## src/rtl/flag_alu.sv

```systemverilog
module flag_alu #(
  parameter int W    = 32,
  parameter int IMMW = 12
) (
  input  logic          clk,
  input  logic          rst,
  input  logic [3:0]    op,
  input  logic          set_flags,
  input  logic [3:0]    cond,
  input  logic [W-1:0]  rn,
  input  logic [W-1:0]  rm,
  input  logic [IMMW-1:0] imm12,
  input  logic          use_imm,
  input  logic          rn_is_pc,
  input  logic          rd_is_pc,
  output logic [W-1:0]  result,
  output logic          wr_en,
  output logic          branch_taken,
  output logic          illegal,
  output logic [3:0]    flags
);
  localparam logic [3:0] OP_ADD = 4'd0, OP_ADC = 4'd1, OP_SUB = 4'd2,
                         OP_SBC = 4'd3, OP_RSB = 4'd4, OP_AND = 4'd5,
                         OP_ORR = 4'd6, OP_EOR = 4'd7, OP_BIC = 4'd8,
                         OP_ORN = 4'd9;

  logic fn, fz, fc, fv;
  assign {fn, fz, fc, fv} = flags;

  logic [W-1:0] opa, opb, add_x, add_y, raw;
  logic         add_cin, is_arith, cpass;
  logic [W:0]   sum;

  assign opa = rn_is_pc ? {rn[W-1:2], 2'b00} : rn;
  assign opb = use_imm ? {{(W-IMMW){1'b0}}, imm12} : rm;

  always_comb begin
    add_x = opa; add_y = opb; add_cin = 1'b0;
    case (op)
      OP_ADC:  add_cin = fc;
      OP_SUB:  begin add_y = ~opb; add_cin = 1'b1; end
      OP_SBC:  begin add_y = ~opb; add_cin = fc;   end
      OP_RSB:  begin add_x = opb; add_y = ~opa; add_cin = 1'b1; end
      default: ;
    endcase
  end

  assign sum      = {1'b0, add_x} + {1'b0, add_y} + {{W{1'b0}}, add_cin};
  assign is_arith = (op <= OP_RSB);

  always_comb begin
    case (op)
      OP_AND:  raw = opa & opb;
      OP_ORR:  raw = opa | opb;
      OP_EOR:  raw = opa ^ opb;
      OP_BIC:  raw = opa & ~opb;
      OP_ORN:  raw = opa | ~opb;
      default: raw = sum[W-1:0];
    endcase
  end

  always_comb begin
    case (cond)
      4'd0:    cpass = fz;
      4'd1:    cpass = !fz;
      4'd2:    cpass = fc;
      4'd3:    cpass = !fc;
      4'd4:    cpass = fn;
      4'd5:    cpass = !fn;
      4'd6:    cpass = fv;
      4'd7:    cpass = !fv;
      4'd8:    cpass = fc && !fz;
      4'd9:    cpass = !fc || fz;
      4'd10:   cpass = (fn == fv);
      4'd11:   cpass = (fn != fv);
      4'd12:   cpass = !fz && (fn == fv);
      4'd13:   cpass = fz || (fn != fv);
      default: cpass = 1'b1;
    endcase
  end

  assign illegal = (op > OP_ORN) ||
                   (rn_is_pc && (!(op == OP_ADD || op == OP_SUB) || !use_imm || set_flags));
  assign wr_en        = cpass && !illegal;
  assign branch_taken = wr_en && rd_is_pc;
  assign result       = rd_is_pc ? {raw[W-1:1], 1'b0} : raw;

  logic ovf;
  assign ovf = (add_x[W-1] == add_y[W-1]) && (sum[W-1] != add_x[W-1]);

  always_ff @(posedge clk) begin
    if (rst)
      flags <= 4'b0000;
    else if (wr_en && set_flags)
      flags <= {raw[W-1], raw == '0,
                is_arith ? sum[W] : fc,
                is_arith ? ovf    : fv};
  end
endmodule


```

## config.mk

```make
export PLATFORM = sky130hd
export DESIGN_NAME = flag_alu
export DESIGN_NICKNAME = d
export VERILOG_FILES = /design/src/rtl/flag_alu.sv
export SDC_FILE = /design/constraint.sdc
export NUM_CORES = 1
export LEC_CHECK = 0
export ABC_AREA = 1
export ABC_CLOCK_PERIOD_IN_PS = 7800
export BUFFER_PORTS_ARGS = -buffer_cell sky130_fd_sc_hd__buf_4
export CORE_UTILIZATION = 45
export DETAILED_ROUTE_END_ITERATION = 16
export GPL_TIMING_DRIVEN = 0
export PLACE_DENSITY_LB_ADDON = 0.1
export SYNTH_ARGS = -nofsm -noshare
export SYNTH_HDL_FRONTEND = slang
export SYNTH_SLANG_ARGS = --single-unit
```

## constraint.sdc

```tcl
create_clock -name clk -period 7.8 [get_ports clk]
set_input_delay 0.78 -clock clk [delete_from_list [all_inputs] [get_ports clk]]
set_output_delay 0.78 -clock clk [all_outputs]
set_load 0.05 [all_outputs]
```

; Word-level counts from Yosys, hierarchy flattened
; Cells that the tools add are included.
[word_totals]
regBits = 4
latch_bits = 0
mem_bits_rw = 0
romBits = 0
n_memories = 0
[op_classes]
n_addsub = 2
multipliers = 0
div = 0
n_lt_le_gt_ge = 2
eq_ne = 26
shift = 0
muxes = 8
n_bitwise = 7
reduce_logical = 27
[ops]
columns = cell, count
row1 = $pmux 32 s5, 1
row2 = $and 32x32->32, 2
row3 = $mux 32, 2
row4 = $not 32->32, 2
row5 = $or 32x32->32, 2
row6 = $pmux 32 s2, 1
row7 = $add 32x32->33, 1
row8 = $add 33x1->33, 1
row9 = $eq 4x3->1 const B, 8
row10 = $eq 4x4->1 const B, 8
row11 = $logic_not 32->1, 1
row12 = $xor 32x32->32, 1
row13 = $eq 4x2->1 const B, 4
row14 = $pmux 1 s14, 1
row15 = $eq 4x1->1 const B, 2
row16 = $logic_not 4->1, 2
row17 = $logic_and 1x1->1, 7
row18 = $logic_not 1->1, 7
row19 = $logic_or 1x1->1, 6
row20 = $reduce_or 2->1, 3
row21 = $gt 4x4->1 const B, 1
row22 = $le 4x3->1 const B, 1
row23 = $eq 1x1->1, 2
row24 = $mux 2, 1
row25 = 4 further kinds, 5

; Longest topological paths before layout
; Gate-level depths: netlist of the first run.
[depth]
ltp_word = 11
depth_mapped = 27
depth_no_buf = 26

; Worst setup path before layout of the first run
; OpenSTA, ideal clock, no wires.
[synth_timing]
kind = in2out
start = input port op[0]
end = output port result[18]
arrival_ns = 3.831
t_required_ns = 7.020
path_slack_ns = 3.189
path_stages = 17
cell_sequence = inv_2 -> nand2_1 -> nor2_1 -> clkbuf_1 -> buf_1 -> nand2_1 -> o21ai_0 -> fa_1 -> inv_1 -> fa_1 -> inv_1 -> nand3_1 -> nand3_1 -> nand2_1 -> nand2_1 -> nor2_1 -> o21ai_1
[synth_between]
elab_chain_len = 6
elab_cells_between_ends = 18
cone_classes = 2 x add/sub / 9 x eq/ne / 4 x mux / 3 x reduce/logical
[synth_lines]
columns = item, line_no
row1 = "start, declared", 7  ; input logic [3:0] op,
row2 = $eq 4x2->1, 39  ; case (op)
row3 = $reduce_or 2->1 (no line), -
row4 = $pmux 32 s2, 39
row5 = $add 32x32->33, 48  ; assign sum = {1'b0, add_x} + {1'b0, add_y} + {{W{1'b0}}, add_cin};
row6 = $add 33x1->33, 48
row7 = $pmux 32 s5 (*), 52  ; case (op)
row8 = "end, declared", 16  ; output logic [W-1:0] result,
; Mark *: on every way between the ends. The rest lies on a longest branch, timed or not.

; Final worst setup path of the first run
[layout_timing]
start = input port op[0]
end = output port result[30]
; Same word-level chain as after synthesis.

==> flow_summary.toml, run 1 <==
[route]
totalWireLength_mm = 26.9
routed_via_density = 5.54
drc = 0
ant_nets = 0
dr.first_iter.drc_count = 1113
wl_per_cell_um = 16.8
firstDrtPassIters = 6
vias = 8896

[setup_path]
crit_type = "in -> out"
crit_slowest_cell = "clkbuf_1"
crit_top_cell = "nand2_1"
cp_data_arrival_time_ns = 5.43
end_kind = "output pin"
cp_top_family = "simple AND/OR/NAND/NOR gates"
critical_path.max_stage_delay_ns = 0.61
cp_num_buf_inv = 7
path_max_fanout = 10
crit_required_ns = 7.02
startpoint_type = "primary input"

[timing]
min_period_ns = 6.21
fin_ws_ns = 1.59
finalHoldViolations = 0
slew_violations = 0
timing.final.crit_share_pct = 79.7
setup_tns_ns = 0
rsz0062_at_grt = "no"
fin_worst_skew_ns = 0.000753
max_freq_mhz = 161
slew_headroom_pct = 35.1
finalSetupViolations = 0
tightest_slew_ns = 0.963

[clock_network]
ctsHtreeMaxLevel = 1
cts_num_sinks = 4
cts_setup_buffers = 0
numCtsBuffers = 3
cts-root-buf = "clkbuf_16"
cts_resized = 0
cts_max_path_buffers = 2
ctsHoldBuffers = 0
cts.clk_slew.worst_paths_ns = 0.03
clk_latency_ns = 0.23
cts_tree = "done"

[layout]
drive_above_1_share_pct = 12.1
largest_reg_flops = 4
biggestRegsByFlops = "flags x4"
utilization_pct = 55.6
area_delta_synth_final_pct = 20.6
max_flop_register = "flags"
final_nets = 1556
diodes = 0

[synthesis]
synth_seq_cells = 4
synth_top_area_share_pct = 33.4
synth_area_leaders = "nand2_1 (33%), inv_1 (13%), nand3_1 (7.5%)"
synth_common_cells = "nand2_1 (543), inv_1 (214), nor2_1 (108), nand3_1 (91), o21ai_0 (87)"
syn-num-nets = 1423
avgSynthCellArea_sq_um = 4.69
ys.flop_type = "dfxtp_1"
synthesis.instances = 1300
ys_types = 46
yosysWarnings = 0
synthArstFlopShare_pct = 0
synthesis.area_sq_mm = 0.00610
yosysMostFrequentCell = "nand2_1"
yosys.area.top_type = "nand2_1"
ys_seq_area_share_pct = 1.31
synth_edf_count = 0

[place]
dp_slack_ns = 1.83
dp_hpwl_mm = 21.8
gp_congestion = 0.996
port_buffers = 128

[global_route]
grt_pass1_vias = 7817
grt_pass1_wl_mm = 41.3
antenna_found_initial = 0
grt-ovfl-total = 0
grt_usage_pct = 37.5
gr-usage-met1_pct = 51.2
grt_use_met3_pct = 7.38
busiest_layer = "met2"
met2_usage_pct = 61.2
grt_max_degree = 11

[die]
die-height_um = 118
io_pins = 129
dieArea_sq_mm = 0.0140
die_w_um = 118
rows = 42
core_sq_mm = 0.0132
start_util_pct = 46.1

[outcome]
outcome = "finished, final reports clean"

[run]
maxCapViolations = 0

[power]
ir_worst_vdd_uv = 77.8
power_leakage_nw = 4.29
p_per_area_mw_per_mm2 = 125

[worst_hold_path]
hp-class = "reg -> reg"
==> where the power goes <==
group | total, mW | switching [mW] | internal [mW]
combinational | 0.815 | 0.570 | 0.245
sequential | 0.0217 | 0.000503 | 0.0212
clock | 0.0804 | 0.0149 | 0.0655
==> stage by stage <==
step / instances / cell area [sq um] / hold slack [ns] / total power, mW
floorplan: 1300 / 6100 / 0.724 / 0.564
global placement: 1604 / 7280 / 0.509 / 0.814
detailed placement: 1604 / 7280 / 0.518 / 0.818
CTS: 1607 / 7360 / 0.524 / 0.901
global route: 1607 / 7360 / 0.568 / 0.988
finish: 1607 / 7360 / 0.529 / 0.917
==> worst paths after layout <==
| check | from | to | slack, ns | cells past startpoint |
|---|---|---|---|---|
| worst max-delay path | op[0] | result[30] | 1.59 | 25 |
| worst min-delay path | flags[2] | flags[2] | 0.53 | 2 |
| worst max register to register | flags[1] | flags[2] | 4.37 | 21 |
| worst min register to register | flags[2] | flags[2] | 0.53 | 2 |
==> cells by family after synthesis <==
logic type	count (synthesis)	share of synthesized area, %
xor+xnor	4	0.574
compound gates	210	21.0
buf+inv	259	16.9
fa+ha+maj	33	7.01
flops	4	1.31
simple gates	790	53.2
==> cell type report <==
| type | count | area (sq um) |
|---|---|---|
| Sequential cell | 4 | 80.1 |
| Buffer | 39 | 200 |
| Fill cell | 1547 | 5880 |
| Clock buffer | 3 | 75.1 |
| Tap cell | 176 | 220 |
| Inverter | 220 | 828 |
| Timing Repair Buffer | 128 | 961 |
| Multi-Input combinational cell | 1037 | 4990 |
==> layout by cell type, fill, tap and decap left out, types with 4 or more instances in the layout <==
cell type,synthesis,final
nand3_1,91,91
inv_1,214,214
inv_2,5,5
o22ai_1,12,12
ha_1,31,31
nand4_1,16,16
clkbuf_1,18,18
o221ai_1,22,22
a21oi_1,44,44
nor2_1,108,108
o21ai_0,87,87
a22oi_1,11,11
buf_4,5,133
nor2_4,4,4
a211oi_1,4,4
nor3_1,10,10
buf_2,10,10
nor2_2,4,4
dfxtp_1,4,4
nand2_1,543,543
o2111ai_1,13,13
xor2_1,4,4
==> layer usage <==
metal  wire length, um  up-vias
met5                 0        -
met4               603        0
met1             11300     3872
met2             11700      531
li1                  -     4430
met3              3370       63
==> worst min-delay path, cell delays in order, from the launching register on <==
cell,delay [ns]
dfxtp_1,0.33
nand2_1,0.09
a21oi_2,0.05
No activity file was read; power rests on OpenSTA's default activity.
==> run 2, diff against run 1 <==
--- a/config.mk
+++ b/config.mk
@@ -6,7 +6,7 @@
 export NUM_CORES = 1
 export LEC_CHECK = 0
 export ABC_AREA = 1
-export ABC_CLOCK_PERIOD_IN_PS = 7800
+export ABC_CLOCK_PERIOD_IN_PS = 5500
 export BUFFER_PORTS_ARGS = -buffer_cell sky130_fd_sc_hd__buf_4
 export CORE_UTILIZATION = 45
 export DETAILED_ROUTE_END_ITERATION = 16
==> constraint.sdc (replaced) <==
create_clock -name clk -period 5.5 [get_ports clk]
set_input_delay 0.55 -clock clk [delete_from_list [all_inputs] [get_ports clk]]
set_output_delay 0.55 -clock clk [all_outputs]
set_load 0.05 [all_outputs]
==> run 2 against run 1 <==
Count of clock-buffer cells in the layout is the same. Sequential share of layout area is essentially flat. Register-to-register slack lost 2.3 ns. Total power grew 42%. Non-clock buffer count is the same. Die area is the same. Flip-flop and latch count is the same.
==> flow_summary.toml, run 2 (synthesis results as in run 1) <==
[layout]
mostFrequentLayoutCells = "nand2_1 (543), inv_1 (214), buf_4 (133), nor2_1 (107), nand3_1 (91)"
drive_above_1_share_pct = 12.3
final_common_cell = "nand2_1"
max_flop_register = "flags"
area_delta_synth_final_pct = 20.7
fillers = 1549
largest_reg_flops = 4
final_nets = 1556
diodes = 0
biggestRegsByFlops = "flags x4"

[global_route]
grt-ovfl-total = 0
grt_pass1_wl_mm = 41.3
grt_usage_pct = 37.5
grt_pass1_vias = 7817
grt_max_degree = 11
antenna_found_initial = 0

[clock_network]
cts_tree = "done"
ctsHtreeMaxLevel = 1
cts.clk_slew.worst_paths_ns = 0.03
cts_max_path_buffers = 2
ctsHoldBuffers = 0
numCtsBuffers = 3
cts-root-buf = "clkbuf_16"
clk_latency_ns = 0.23
cts_num_sinks = 4
cts_setup_buffers = 0

[setup_path]
cp_num_buf_inv = 7
cp_top_family = "simple AND/OR/NAND/NOR gates"
cp_data_arrival_time_ns = 4.66
startpoint_type = "primary input"
crit_type = "in -> out"
end_kind = "output pin"
crit_required_ns = 4.95
critical_path.max_stage_delay_ns = 0.48
crit_top_cell = "nand2_1"
path_max_fanout = 10
crit_slowest_cell = "fa_1"

[timing]
setup_tns_ns = 0
slew_violations = 0
fin_ws_ns = 0.291
slew_headroom_pct = 40.3
max_freq_mhz = 192
finalHoldViolations = 0
finalSetupViolations = 0
rsz0062_at_grt = "no"
tightest_slew_ns = 0.885
fin_worst_skew_ns = 0.000860
min_period_ns = 5.21
timing.final.crit_share_pct = 94.7

[run]
maxCapViolations = 0

[outcome]
outcome = "finished, final reports clean"

[route]
drc = 0
routed_via_density = 5.52
wl_per_cell_um = 16.8
ant_nets = 0
vias = 8876
firstDrtPassIters = 5
dr.first_iter.drc_count = 1196
totalWireLength_mm = 27.0

[die]
core_sq_mm = 0.0132
start_util_pct = 46.1
dieArea_sq_mm = 0.0140
io_pins = 129
die-height_um = 118
rows = 42
die_w_um = 118

[power]
p_per_area_mw_per_mm2 = 176
total_power_mw = 1.30
power_leakage_nw = 4.30
ir_worst_vdd_uv = 110

[place]
gp_congestion = 0.996
dp_slack_ns = -0.0110
dp_hpwl_mm = 21.8
port_buffers = 128

[worst_hold_path]
hp-class = "in -> reg"
[run 2: cell type report]
cell class                      instances  area [sq um]  share of cell area (%)
Buffer                                 39           203                    2.75
Clock buffer                            3          75.1                    1.02
Inverter                              220           828                    11.2
Multi-Input combinational cell       1037          5000                    67.9
Sequential cell                         4          80.1                    1.09
Tap cell                              176           220                    2.99
Timing Repair Buffer                  128           961                    13.0
[run 2: what timing repair did]
| item | in CTS | in global routing |
|---|---|---|
| cloned | 0 | 0 |
| setup endpoints to repair | 1 | 1 |
| hold endpoints to repair | 0 | 0 |
| resized for setup | 1 | 3 |
[run 2: path summary, 6_finish.rpt]
kind | cells after the start | end | from | slack [ns]
setup / recovery | 25 | result[30] | op[0] | 0.29
hold / removal | 2 | flags[2] | rst | 0.50
setup reg to reg | 21 | flags[2] | flags[1] | 2.10
hold reg to reg | 2 | flags[2] | flags[2] | 0.53
[run 2: power breakdown]
part	switching (mW)	internal (mW)	total (mW)
clock network	0.0211	0.0929	0.114
registers	0.000715	0.0300	0.0307
logic	0.807	0.347	1.15
[run 2: through the flow]
step | hold WS [ns] | instances | instance area [sq um] | util [%]
detailed placement | 0.518 | 1604 | 7280 | 55.0
global route | 0.512 | 1607 | 7360 | 55.6
finish | 0.503 | 1607 | 7360 | 55.6
floorplan | 0.612 | 1300 | 6100 | -
CTS | 0.500 | 1607 | 7360 | 55.6
global placement | 0.509 | 1604 | 7280 | 55.0
[run 2: routing by layer]
layer	up-vias	routed length, um	global-route usage, %
li1	4426	-	-
met1	3932	11700	51.2
met2	467	11600	61.2
met3	51	3030	7.38
met4	0	589	7.04
met5	-	0	0
==> run 3, diff against run 2 <==
--- a/config.mk
+++ b/config.mk
@@ -8,6 +8,7 @@
 export ABC_AREA = 1
 export ABC_CLOCK_PERIOD_IN_PS = 5500
 export BUFFER_PORTS_ARGS = -buffer_cell sky130_fd_sc_hd__buf_4
+export CORE_MARGIN = 4
 export CORE_UTILIZATION = 45
 export DETAILED_ROUTE_END_ITERATION = 16
 export GPL_TIMING_DRIVEN = 0
==> run 3 against run 2 <==
Flip-flop and latch count did not move. Clock skew about the same. Final cell count unchanged. Highest routed layer is now met5. Register-to-register slack better by 0.09 ns. Sequential power hardly changed. Worst hold slack about the same. First-iteration DRC count is 12% lower. Via count shrank 0.27%. Combinational power hardly changed. Core utilization unchanged. Critical endpoint unchanged. Final area unchanged.
==> flow_summary.toml, run 3 (synthesis results as in run 1) <==
[outcome]
outcome = "finished, final reports clean"

[route]
totalWireLength_mm = 26.6
firstDrtPassIters = 5
dr.first_iter.drc_count = 1056
drc = 0
ant_nets = 0
wl_per_cell_um = 16.5
vias = 8852
routed_via_density = 5.51

[layout]
area_delta_synth_final_pct = 20.7
fillers = 1490
mostFrequentLayoutCells = "nand2_1 (543), inv_1 (214), buf_4 (133), nor2_1 (107), nand3_1 (91)"
final_nets = 1556
diodes = 0
largest_reg_flops = 4
drive_above_1_share_pct = 12.3
multi_input_comb_area_sq_mm = 0.00500
final_cell_area_sq_mm = 0.00736
final_common_cell = "nand2_1"
max_flop_register = "flags"
seq_area_sq_um = 80.1
biggestRegsByFlops = "flags x4"

[power]
power_leakage_nw = 4.30
p_per_area_mw_per_mm2 = 176
ir_worst_vdd_uv = 104

[timing]
min_period_ns = 5.11
slew_violations = 0
max_freq_mhz = 196
finalSetupViolations = 0
slew_headroom_pct = 42.7
timing.final.crit_share_pct = 92.9
finalHoldViolations = 0
fin_worst_skew_ns = 0.000648
setup_tns_ns = 0
tightest_slew_ns = 0.851
rsz0062_at_grt = "no"

[global_route]
grt_pass1_wl_mm = 41.2
grt_max_degree = 11
grt_pass1_vias = 7661
grt-ovfl-total = 0
grt_usage_pct = 32.5
antenna_found_initial = 0

[setup_path]
crit_type = "in -> out"
startpoint_type = "primary input"
crit_required_ns = 4.95
path_max_fanout = 10
crit_slowest_cell = "fa_1"
cp_data_arrival_time_ns = 4.56
critical_path.max_stage_delay_ns = 0.45
end_kind = "output pin"
crit_top_cell = "nand2_1"

[clock_network]
cts.clk_slew.worst_paths_ns = 0.03
ctsHtreeMaxLevel = 1
cts-root-buf = "clkbuf_16"
cts_setup_buffers = 0
cts_resized = 0
ctsHoldBuffers = 0
numCtsBuffers = 3
cts_max_path_buffers = 2
cts_num_sinks = 4
clk_latency_ns = 0.23
cts_tree = "done"

[place]
dp_hpwl_mm = 21.5
gp_congestion = 1.02
dpl_cell_area_sq_mm = 0.00728
port_buffers = 128

[die]
io_pins = 129
start_util_pct = 46.1
rows = 42
die_w_um = 124
core_sq_mm = 0.0132
die-height_um = 124
dieArea_sq_mm = 0.0155

[run]
maxCapViolations = 0

[worst_hold_path]
hp-class = "in -> reg"
## run 3: cell types whose count changed in the layout (fill, tap and decap cells not counted), sizes merged
cell    before  now
clkbuf      21   22
buf        149  148
## run 3: layout make-up
| cell class | instances | share of cell area (%) |
|---|---|---|
| clock buffers | 3 | 1.02 |
| flip-flops and latches | 4 | 1.09 |
| inverters | 220 | 11.2 |
| plain buffers | 39 | 2.75 |
| multi-input cells | 1037 | 67.9 |
| repair buffers | 128 | 13.0 |
| well taps | 176 | 2.99 |
## run 3: layer usage
metal  global-route usage (%)  vias up  part of all wire, %
met5                        0        -                 0.12
met4                     6.19        2                  2.1
met3                     7.50       55                   12
met2                     51.7      503                   44
met1                     44.9     3873                   42
li1                         -     4419                    -
## run 3: where the power goes
group	total, mW	internal (mW)	switching (mW)
sequential	0.0307	0.0300	0.000716
combinational	1.15	0.348	0.803
clock	0.114	0.0930	0.0214
## run 3: path summary, 6_finish.rpt
kind	from	to	slack, ns	cells after the start
setup / recovery	op[0]	result[30]	0.39	25
hold / removal	rst	flags[2]	0.50	2
setup reg to reg	flags[1]	flags[2]	2.19	21
hold reg to reg	flags[3]	flags[3]	0.52	2
## run 3: per-stage QoR
step,util [%],instances,setup WS (ns),power [mW],hold WS [ns]
4_1_cts,55.6,1607,0.0825,1.28,0.503
6_report,55.6,1607,0.391,1.30,0.503
3_5_place_dp,55.0,1604,0.0959,1.16,0.513
3_3_place_gp,55.0,1604,0.0744,1.15,0.515
2_1_floorplan,-,1300,1.35,0.800,0.612
5_1_grt,55.6,1607,0.0618,1.40,0.510
## run 3: worst max-delay path, delay by kind of cell
kind	cells	cell delay, ns
AO/OA/AOI/OAI	1	0.13
adder cells (fa/ha/maj)	2	0.71
buffers and inverters	7	1.34
AND/OR/NAND/NOR	15	1.84
